$ cat src/rtl/sq_pkg.sv
// Package sq_pkg: shared types for the store queue.
// Assumes nothing beyond IEEE 1800-2017 enum support.
package sq_pkg;
    // State of the single outstanding memory write.
    typedef enum logic [0:0] {
        DR_IDLE = 1'b0,
        DR_BUSY = 1'b1
    } drain_state_t;
endpackage

$ cat src/rtl/sq_lookup.sv
// Module sq_lookup: compares one key against every slot under a mask and
// returns the one-hot match vector, a hit flag and the selected data.
// Assumes: when UNIQUE is set, the caller guarantees that at most one
// masked slot holds any address, so an OR-mux selects correctly.
module sq_lookup #(
    parameter int DEPTH  = 4,
    parameter int ADDR_W = 8,
    parameter int DATA_W = 16,
    parameter bit UNIQUE = 1'b1
) (
    input  logic                          clk,
    input  logic                          rst_n,
    input  logic [DEPTH-1:0][ADDR_W-1:0]  slot_addr,
    input  logic [DEPTH-1:0][DATA_W-1:0]  slot_data,
    input  logic [DEPTH-1:0]              slot_mask,
    input  logic [ADDR_W-1:0]             key,
    output logic [DEPTH-1:0]              match,
    output logic                          hit,
    output logic [DATA_W-1:0]             data
);
    // One comparator per slot.
    for (genvar g = 0; g < DEPTH; g++) begin : g_cmp
        assign match[g] = slot_mask[g] && (slot_addr[g] == key);
    end

    assign hit = |match;

    // OR-mux of the matching slot data.
    always_comb begin
        data = '0;
        for (int i = 0; i < DEPTH; i++) begin
            data = data | (slot_data[i] & {DATA_W{match[i]}});
        end
    end

    if (UNIQUE) begin : g_uniq
        // Coalescing keeps pending addresses distinct.
        assert_single_match_R6: assert property (@(posedge clk) disable iff (!rst_n)
            $onehot0(match));
    end
endmodule

$ cat src/rtl/sq_drain.sv
// Module sq_drain: sequences writes of the head entry to memory.
// Starts a write when the head is live and the arbiter is idle, holds it
// until done, and pops the head afterwards. A dead head (killed while
// pending) is popped without a request.
// Assumes have_entry stays high while a write is outstanding.
module sq_drain
    import sq_pkg::*;
(
    input  logic clk,
    input  logic rst_n,
    input  logic arb_idle,
    input  logic have_entry,
    input  logic head_live,
    input  logic mem_done,
    output logic busy,
    output logic pop
);
    drain_state_t state_q, state_d;

    // Next-state and pop decision.
    always_comb begin
        state_d = state_q;
        pop     = 1'b0;
        case (state_q)
            DR_IDLE: begin
                if (have_entry && !head_live) begin
                    pop = 1'b1;
                end else if (have_entry && arb_idle) begin
                    state_d = DR_BUSY;
                end
            end
            DR_BUSY: begin
                if (mem_done) begin
                    pop     = 1'b1;
                    state_d = DR_IDLE;
                end
            end
            default: state_d = DR_IDLE;
        endcase
    end

    // State register.
    always_ff @(posedge clk) begin
        if (!rst_n) state_q <= DR_IDLE;
        else        state_q <= state_d;
    end

    assign busy = (state_q == DR_BUSY);

    // A request only starts after the arbiter reported idle.
    assert_req_after_idle_R3: assert property (@(posedge clk) disable iff (!rst_n)
        $rose(busy) |-> $past(arb_idle));
    // An outstanding write always has an entry behind it.
    assert_busy_has_entry_R10: assert property (@(posedge clk) disable iff (!rst_n)
        busy |-> have_entry);
endmodule

$ cat src/rtl/store_queue.sv
// Module store_queue: coalescing store queue with local and peer forwarding
// and peer-store invalidation, draining to a shared memory arbiter.
// Assumes: DEPTH is a power of two (pointers wrap naturally); lookups see
// registered state only; the arbiter orders memory reads behind an
// in-flight write, so in-flight entries need not forward.
module store_queue #(
    parameter int DEPTH  = 4,
    parameter int ADDR_W = 8,
    parameter int DATA_W = 16
) (
    input  logic              clk,
    input  logic              rst_n,
    input  logic              st_valid,
    input  logic [ADDR_W-1:0] st_addr,
    input  logic [DATA_W-1:0] st_data,
    output logic              st_stall,
    input  logic [ADDR_W-1:0] ld_addr_lo,
    output logic              ld_hit_lo,
    output logic [DATA_W-1:0] ld_data_lo,
    input  logic [ADDR_W-1:0] ld_addr_hi,
    output logic              ld_hit_hi,
    output logic [DATA_W-1:0] ld_data_hi,
    input  logic [ADDR_W-1:0] peer_addr,
    output logic              peer_hit,
    output logic [DATA_W-1:0] peer_data,
    input  logic              peer_st_valid,
    input  logic [ADDR_W-1:0] peer_st_addr,
    input  logic              arb_idle,
    output logic              mem_req,
    output logic [ADDR_W-1:0] mem_addr,
    output logic [DATA_W-1:0] mem_data,
    input  logic              mem_done
);
    localparam int PTR_W = (DEPTH > 1) ? $clog2(DEPTH) : 1;
    localparam int CNT_W = PTR_W + 1;
    localparam int N_LD  = 2;

    logic [DEPTH-1:0][ADDR_W-1:0] slot_addr;
    logic [DEPTH-1:0][DATA_W-1:0] slot_data;
    logic [DEPTH-1:0]             live;
    logic [PTR_W-1:0]             head, tail;
    logic [CNT_W-1:0]             count;

    logic [DEPTH-1:0] inflight, pending;
    logic             busy, pop, push, coalesce, full, have_entry;

    logic [DEPTH-1:0] st_match, kill_match;
    logic             st_hit, kill_hit;
    logic [DATA_W-1:0] st_unused, kill_unused;

    logic [N_LD-1:0][ADDR_W-1:0] ld_key;
    logic [N_LD-1:0]             ld_hit;
    logic [N_LD-1:0][DATA_W-1:0] ld_data;
    logic [N_LD-1:0][DEPTH-1:0]  ld_match;
    logic [DEPTH-1:0]            peer_match;

    assign have_entry = (count != '0);
    assign full       = (count == CNT_W'(DEPTH));
    assign inflight   = busy ? (DEPTH'(1) << head) : '0;
    assign pending    = live & ~inflight;

    // Store path: coalesce into a pending match, else push, else stall.
    assign coalesce = st_valid && st_hit;
    assign push     = st_valid && !st_hit && !full;
    assign st_stall = st_valid && !st_hit && full;

    sq_lookup #(.DEPTH(DEPTH), .ADDR_W(ADDR_W), .DATA_W(DATA_W), .UNIQUE(1'b1)) u_st_cmp (
        .clk(clk), .rst_n(rst_n), .slot_addr(slot_addr), .slot_data(slot_data),
        .slot_mask(pending), .key(st_addr), .match(st_match), .hit(st_hit), .data(st_unused));

    // Peer stores kill every live copy, in flight or not.
    sq_lookup #(.DEPTH(DEPTH), .ADDR_W(ADDR_W), .DATA_W(DATA_W), .UNIQUE(1'b0)) u_kill_cmp (
        .clk(clk), .rst_n(rst_n), .slot_addr(slot_addr), .slot_data(slot_data),
        .slot_mask(live), .key(peer_st_addr), .match(kill_match), .hit(kill_hit),
        .data(kill_unused));

    assign ld_key[0] = ld_addr_lo;
    assign ld_key[1] = ld_addr_hi;

    // One lookup per word of a local load.
    for (genvar w = 0; w < N_LD; w++) begin : g_ld
        sq_lookup #(.DEPTH(DEPTH), .ADDR_W(ADDR_W), .DATA_W(DATA_W), .UNIQUE(1'b1)) u_ld_cmp (
            .clk(clk), .rst_n(rst_n), .slot_addr(slot_addr), .slot_data(slot_data),
            .slot_mask(pending), .key(ld_key[w]), .match(ld_match[w]), .hit(ld_hit[w]),
            .data(ld_data[w]));
    end

    assign ld_hit_lo  = ld_hit[0];
    assign ld_data_lo = ld_data[0];
    assign ld_hit_hi  = ld_hit[1];
    assign ld_data_hi = ld_data[1];

    sq_lookup #(.DEPTH(DEPTH), .ADDR_W(ADDR_W), .DATA_W(DATA_W), .UNIQUE(1'b1)) u_peer_cmp (
        .clk(clk), .rst_n(rst_n), .slot_addr(slot_addr), .slot_data(slot_data),
        .slot_mask(pending), .key(peer_addr), .match(peer_match), .hit(peer_hit),
        .data(peer_data));

    sq_drain u_drain (
        .clk(clk), .rst_n(rst_n), .arb_idle(arb_idle), .have_entry(have_entry),
        .head_live(live[head]), .mem_done(mem_done), .busy(busy), .pop(pop));

    assign mem_req  = busy;
    assign mem_addr = slot_addr[head];
    assign mem_data = slot_data[head];

    // Control state: live bits, pointers and occupancy; kills before writes.
    always_ff @(posedge clk) begin
        if (!rst_n) begin
            live  <= '0;
            head  <= '0;
            tail  <= '0;
            count <= '0;
        end else begin
            if (peer_st_valid && kill_hit) begin
                live <= live & ~kill_match;
            end
            if (pop) begin
                live[head] <= 1'b0;
                head       <= head + 1'b1;
            end
            if (coalesce) begin
                for (int i = 0; i < DEPTH; i++) begin
                    if (st_match[i]) live[i] <= 1'b1;
                end
            end
            if (push) begin
                live[tail] <= 1'b1;
                tail       <= tail + 1'b1;
            end
            count <= count + CNT_W'(push) - CNT_W'(pop);
        end
    end

    // Payload storage: written on push and on coalesce, never reset.
    always_ff @(posedge clk) begin
        for (int i = 0; i < DEPTH; i++) begin
            if (coalesce && st_match[i]) slot_data[i] <= st_data;
        end
        if (push) begin
            slot_addr[tail] <= st_addr;
            slot_data[tail] <= st_data;
        end
    end

    assert_no_overflow_R5: assert property (@(posedge clk) disable iff (!rst_n)
        count <= CNT_W'(DEPTH));
    assert_stall_when_full_R5: assert property (@(posedge clk) disable iff (!rst_n)
        st_stall |-> (count == CNT_W'(DEPTH)));
    assert_hold_write_R3: assert property (@(posedge clk) disable iff (!rst_n)
        (mem_req && !mem_done) |=> (mem_req && $stable(mem_addr) && $stable(mem_data)));
    assert_coalesce_no_grow_R6: assert property (@(posedge clk) disable iff (!rst_n)
        (coalesce && !pop) |=> $stable(count));
endmodule

$ cat config.mk
export PLATFORM = sky130hd
export DESIGN_NAME = store_queue
export DESIGN_NICKNAME = d
export VERILOG_FILES = /design/src/rtl/sq_pkg.sv /design/src/rtl/sq_lookup.sv /design/src/rtl/sq_drain.sv /design/src/rtl/store_queue.sv
export SDC_FILE = /design/constraint.sdc
export NUM_CORES = 1
export LEC_CHECK = 0
export BUFFER_PORTS_ARGS = -buffer_cell sky130_fd_sc_hd__buf_2
export CAP_MARGIN = 10
export CORE_MARGIN = 2
export CORE_UTILIZATION = 62
export CTS_CLUSTER_SIZE = 30
export DETAILED_ROUTE_END_ITERATION = 16
export GPL_TIMING_DRIVEN = 1
export PLACE_DENSITY_LB_ADDON = 0.05
export SLEW_MARGIN = 20
export SYNTH_ARGS = -nofsm -noshare
export SYNTH_HDL_FRONTEND = slang
export SYNTH_SLANG_ARGS = --single-unit
$ cat constraint.sdc
create_clock -name clk -period 9.3 [get_ports clk]
set_input_delay 1.86 -clock clk [delete_from_list [all_inputs] [get_ports clk]]
set_output_delay 1.86 -clock clk [all_outputs]
set_load 0.005 [all_outputs]
After elaboration in Yosys (flattened, before gate mapping). Index checks and enable logic that the tools add are counted.

Add/sub/neg operators: 4. Order comparisons: 4. Equality and inequality tests: 21. Shift-type cells: 1. Muxes and demuxes: 39. Bitwise logic cells: 29. Reduce and logical (&&, ||, !) cells: 42.

Operator list (count): bitwise AND 16 bit (12); equality test 8 bit (20); OR 16 bit (9); 2-to-1 mux 16 bit (6); bitwise mux 64 bit (1); 2-to-1 mux 64 bit (1); logical AND 1 bit (33); binary-select mux 16 bit (select 2 bit) (1); bitwise mux 32 bit (1); demux 16 bit (select 2 bit) (1); 2-to-1 mux 4 bit (7); OR reduction 4 bit (5); binary-select mux 8 bit (select 2 bit) (1); demux 8 bit (select 2 bit) (1); 2-to-1 mux 8 bit (2); bitwise AND 4 bit (3); 2-to-1 mux 1 bit (12); NOT 4 bit (3); < comparator 2 x 3 -> 1 bit, second input constant (2); adder 2 x 1 -> 2 bit, second input constant (2); demux 1 bit (select 2 bit) (2); >= comparator 2 x 1 -> 1 bit, second input constant (2); OR 4 bit (1); one-hot mux 1 bit (2 select lines) (2); 8 further kinds (10).

Flip-flop bits (word level): 108. Bits of input ports: 62. Output and inout bits: 77. Logic and storage cells: 153.

Longest topological paths before layout.
Depth in word-level cells: 13. Depth in mapped cells: 15. Depth with buffers taken out: 12.

Modules after synthesis. Synthesis repeated with hierarchy kept, for this count alone.

Cells, all modules: 892. Area, all modules: 9571.7 µm².

By module, submodules not included: sq_lookup (times used 5, cells an instance 120, area each 985.9 µm², seq. area each 0.0 µm²); store_queue (times used 1, cells an instance 285, area each 4584.4 µm², seq. area each 2462.4 µm²); sq_drain (times used 1, cells an instance 7, area each 57.6 µm², seq. area each 20.0 µm²).

Least setup slack after synthesis. No wires, ideal clock.

Path kind: input to output. From: in peer_addr[6]. To: out peer_data[5]. Arrival time: 3.605 ns. Data required time: 7.440 ns. Path slack: 3.835 ns. Stages: 7. Buffers on the path: 2. Cells stage by stage: clkbuf_1 xnor2_1 nand4_1 nor4_1 clkbuf_1 a22o_1 a221o_1.

Word-level cells in the longest chain between the ends: 6. Elaborated cells on any way between the ends: 15. Classes of those cells: eq/ne: 4; bitwise: 7; reduce/logical: 4.

RTL lines: start, declared (line store_queue.sv:23) `input logic [ADDR_W-1:0] peer_addr,`; equality test 8 bit (line sq_lookup.sv:23) `assign match[g] = slot_mask[g] && (slot_addr[g] == key);`; logical AND 1 bit (line sq_lookup.sv:23); bitwise AND 16 bit (line sq_lookup.sv:32) `data = data | (slot_data[i] & {DATA_W{match[i]}});`; OR 16 bit (2 in series) (line sq_lookup.sv:32); OR 16 bit * (line sq_lookup.sv:32); end, declared (line store_queue.sv:25) `output logic [DATA_W-1:0] peer_data,`.

Every way passes the cells marked *; elsewhere a longest branch is shown, timed or not.

Worst setup path after layout.
From: in ld_addr_hi[7]. To: out ld_data_hi[7].

Word-level cells in the longest chain between the ends: 6. Elaborated cells on any way between the ends: 15. Classes of those cells: eq/ne: 4; bitwise: 7; reduce/logical: 4.

RTL lines: start, declared (line store_queue.sv:20) `input logic [ADDR_W-1:0] ld_addr_hi,`; equality test 8 bit (line sq_lookup.sv:23); logical AND 1 bit (line sq_lookup.sv:23); bitwise AND 16 bit (line sq_lookup.sv:32); OR 16 bit (2 in series) (line sq_lookup.sv:32); OR 16 bit * (line sq_lookup.sv:32); end, declared (line store_queue.sv:22) `output logic [DATA_W-1:0] ld_data_hi,`.

Marked as above.

==> results.txt <==
initial cell density of the core -> 63.76%
number of global-route vias before repair -> 6593
number of nets with antenna violations after detailed routing -> 0
smallest hold slack -> 508.9 ps
tightest slew margin relative to the limit -> 27.03%
Remaining DRCs -> 0
maximum level of the CTS H-tree -> 3
number of buffers inserted by post-CTS setup repair -> 0
post-layout total power -> 0.001954 W
Setup Skew -> 7.588 ps
minimum setup slack in the final design -> 3223 ps
CP Data Arrival Time -> 4220 ps
actual transition at the worst max-transition pin -> 1094 ps
largest fanout of any net on the critical path -> 4
number of DRC violations after detailed-routing iteration 0 -> 709
Post-Syn Instances -> 710
first-pass detailed-route iteration total -> 5
Max clock buf depth -> 2
mean cell area of the mapped netlist -> 10.79 sq um
filler instances -> 895
endpoint class of the critical path -> output port
final count of negative-setup-slack endpoints -> 0
post-synthesis register bit count -> 108
via count -> 6514
Placed Instance Area -> 0.008274 sq mm
most frequently used flop master after synthesis -> dfxtp_1
Wirelength per Cell -> 25.07 um
required time of the worst setup path -> 7440 ps
static leakage -> 3.359 nW
Seq/Total Area, Yosys -> 32.41%
wire length of the first global-routing pass -> 35990 um
async set-or-reset flop fraction in the synthesized netlist -> 0%
Final nets -> 867
ant diodes -> 0
count of flip-flops with a built-in enable after synthesis -> 32
number of pins with negative max-slew slack in the final report -> 0
Worst path max stage delay -> 920 ps
routed vias/inst -> 6.886
clock latency at the later pin of the worst-skew pair -> 350 ps
I/O Buffers -> 138
number of warnings printed during yosys synthesis -> 0
Max IR drop VDD -> 178.2 uV
run status -> finished clean
Mapped Nets -> 783
Root Buffer -> clkbuf_16
total core area -> 0.01201 sq mm
Sinks on Clock Net -> 108
Distinct cells, synth -> 48
worst slack at placement -> 3138 ps
total congestion overflow after global routing -> 0
crit path launch type -> input port
max cap viols -> 0
RSZ-0062 raised after global routing -> false
die outline area -> 0.01326 sq mm
overall track demand over capacity in global routing -> 36.08%
routability-driven placement congestion ratio -> 1.042
maximum achievable frequency -> 0.1646 GHz
vertical extent of the die -> 115.1 um
cells traversed along the worst timing path -> buf_2 > xnor2_1 > nand2_1 > or4_1 > nor4_1 > a22oi_1 > nand2_1 > buf_2
antenna violations before repair -> 0
number of instances resized during post-cts repair -> 0
final instance area -> 0.008600 sq mm
shortest clock period the worst path allows after layout -> 6077 ps
die extent in x -> 115.1 um
CP Class -> input port to output port
layout-stage area growth over the synthesis result -> 12.29%
gate family responsible for the most delay along the worst path -> simple AND/OR/NAND/NOR gates
buffer and inverter count on the worst path -> 2
leading cell type in the layout, fill and taps excluded -> buf_2
PwrDens -> 227.3 mW/mm^2
quantity of hold-fixing buffers added after cts -> 0
CTS tree -> done
highest-delay cell along the critical path -> nor4_1
dpl hpwl -> 16880 um
final sum of negative setup slack -> 0 ps
layout cell share with drive strength beyond 1 -> 34.79%
pin count of the biggest net entering global routing -> 29
Hold Path Class -> register to register
number of top-level pins -> 139
Synth Cell Area -> 0.007659 sq mm
total wire length after detailed routing -> 23710 um
commonest non-fill, non-tap cells in the layout -> buf_2 (138), xnor2_1 (105), dfxtp_1 (75)
clock-pin slew reported for the worst setup and hold paths after clock tree synthesis -> 70 ps
Num CTS Buffers -> 9
share of the cycle needed by the critical path after routing -> 65.34%
Hold Fails Final Rpt -> 0
Cell Rows -> 40
==> sequential cells by signal (all words and copies together), names as in the netlist <==
name / flops
count: 3
head: 2
live: 4
slot_addr: 32
slot_data: 64
tail: 2
u_drain.busy: 1
==> worst reg2reg max path, cell delays in order, from the launching register on <==
cell and delay (ps):
dfxtp_2 1020, inv_1 240, ha_1 320, a21boi_0 430
nand3_1 120, nor4_1 350, nor4_1 150, o21ai_2 860
mux2_2 430
==> through the flow <==
| stage | utilization (%) | std cells |
|---|---|---|
| CTS | 71.43 | 945 |
| floorplan | - | 710 |
| finish | 71.59 | 946 |
| global route | 71.59 | 946 |
| detailed placement | 68.89 | 929 |
| global placement | 68.89 | 929 |
==> synth_stat cells, drive strengths merged (6+ instances only) <==
cell,count,area (sq um)
a221o,40,400.4
a22o,40,350.3
a22oi,16,120.1
buf,49,319.0
clkbuf,29,110.1
dfxtp,76,1521
edfxtp,32,960.9
ha,10,125.1
inv,11,41.29
mux2,64,754.5
mux4,25,570.6
nand2,44,165.2
nand3,13,65.06
nand4,16,106.4
nor3,6,30.03
nor4,25,162.6
o21ai,6,60.06
or4,8,63.81
xnor2,106,947.2
xor2,57,499.2
==> cell families (layout without fill, tap and decap cells) <==
logic type,after synthesis,in the layout,share of synthesized area [%]
AOI/OAI and AO/OA,118,118,13.87
muxes,91,91,17.56
and+or+nand+nor,130,130,9.231
adders and majority gates,11,11,1.895
DFF,108,108,32.41
xor gates and xnor gates,163,163,18.89
buffers and inverters,89,178,6.143
==> path summary, 6_finish.rpt <==
path	from	to	slack (ps)	cells past startpoint
max reg2reg	head[0]$_SDFFE_PN0N_	slot_data[34]$_DFF_P_	5270	8
min reg2reg	live[2]$_SDFF_PN0_	live[2]$_SDFF_PN0_	510	2
max	ld_addr_hi[7]	ld_data_hi[7]	3220	8
min	live[2]$_SDFF_PN0_	live[2]$_SDFF_PN0_	510	2
==> per-layer routing <==
| metal | track usage, % | part of all wire [%] | vias up |
|---|---|---|---|
| met5 | 0 | 0 | - |
| met3 | 9.805 | 10 | 68 |
| li1 | - | - | 2814 |
| met2 | 57.96 | 47 | 423 |
| met1 | 46.98 | 40 | 3209 |
| met4 | 13.25 | 2.7 | 0 |
==> layout make-up <==
| type | count | area (sq um) | area share, % |
|---|---|---|---|
| Sequential cell | 108 | 2484 | 28.88 |
| Inverter | 11 | 41.29 | 0.4801 |
| Clock buffer | 10 | 250.2 | 2.910 |
| Clock inverter | 6 | 55.05 | 0.6402 |
| Timing Repair Buffer | 151 | 794.5 | 9.239 |
| Tap cell | 147 | 183.9 | 2.139 |
| Multi-Input combinational cell | 513 | 4791 | 55.71 |
==> power breakdown <==
| part | switching, W | leakage [nW] | internal, W |
|---|---|---|---|
| Combinational | 0.000281 | 2.28 | 0.000398 |
| Sequential | 0.000247 | 0.928 | 0.000646 |
| Clock | 0.000180 | 0.153 | 0.000203 |
Power figures use the tool's default switching activity.
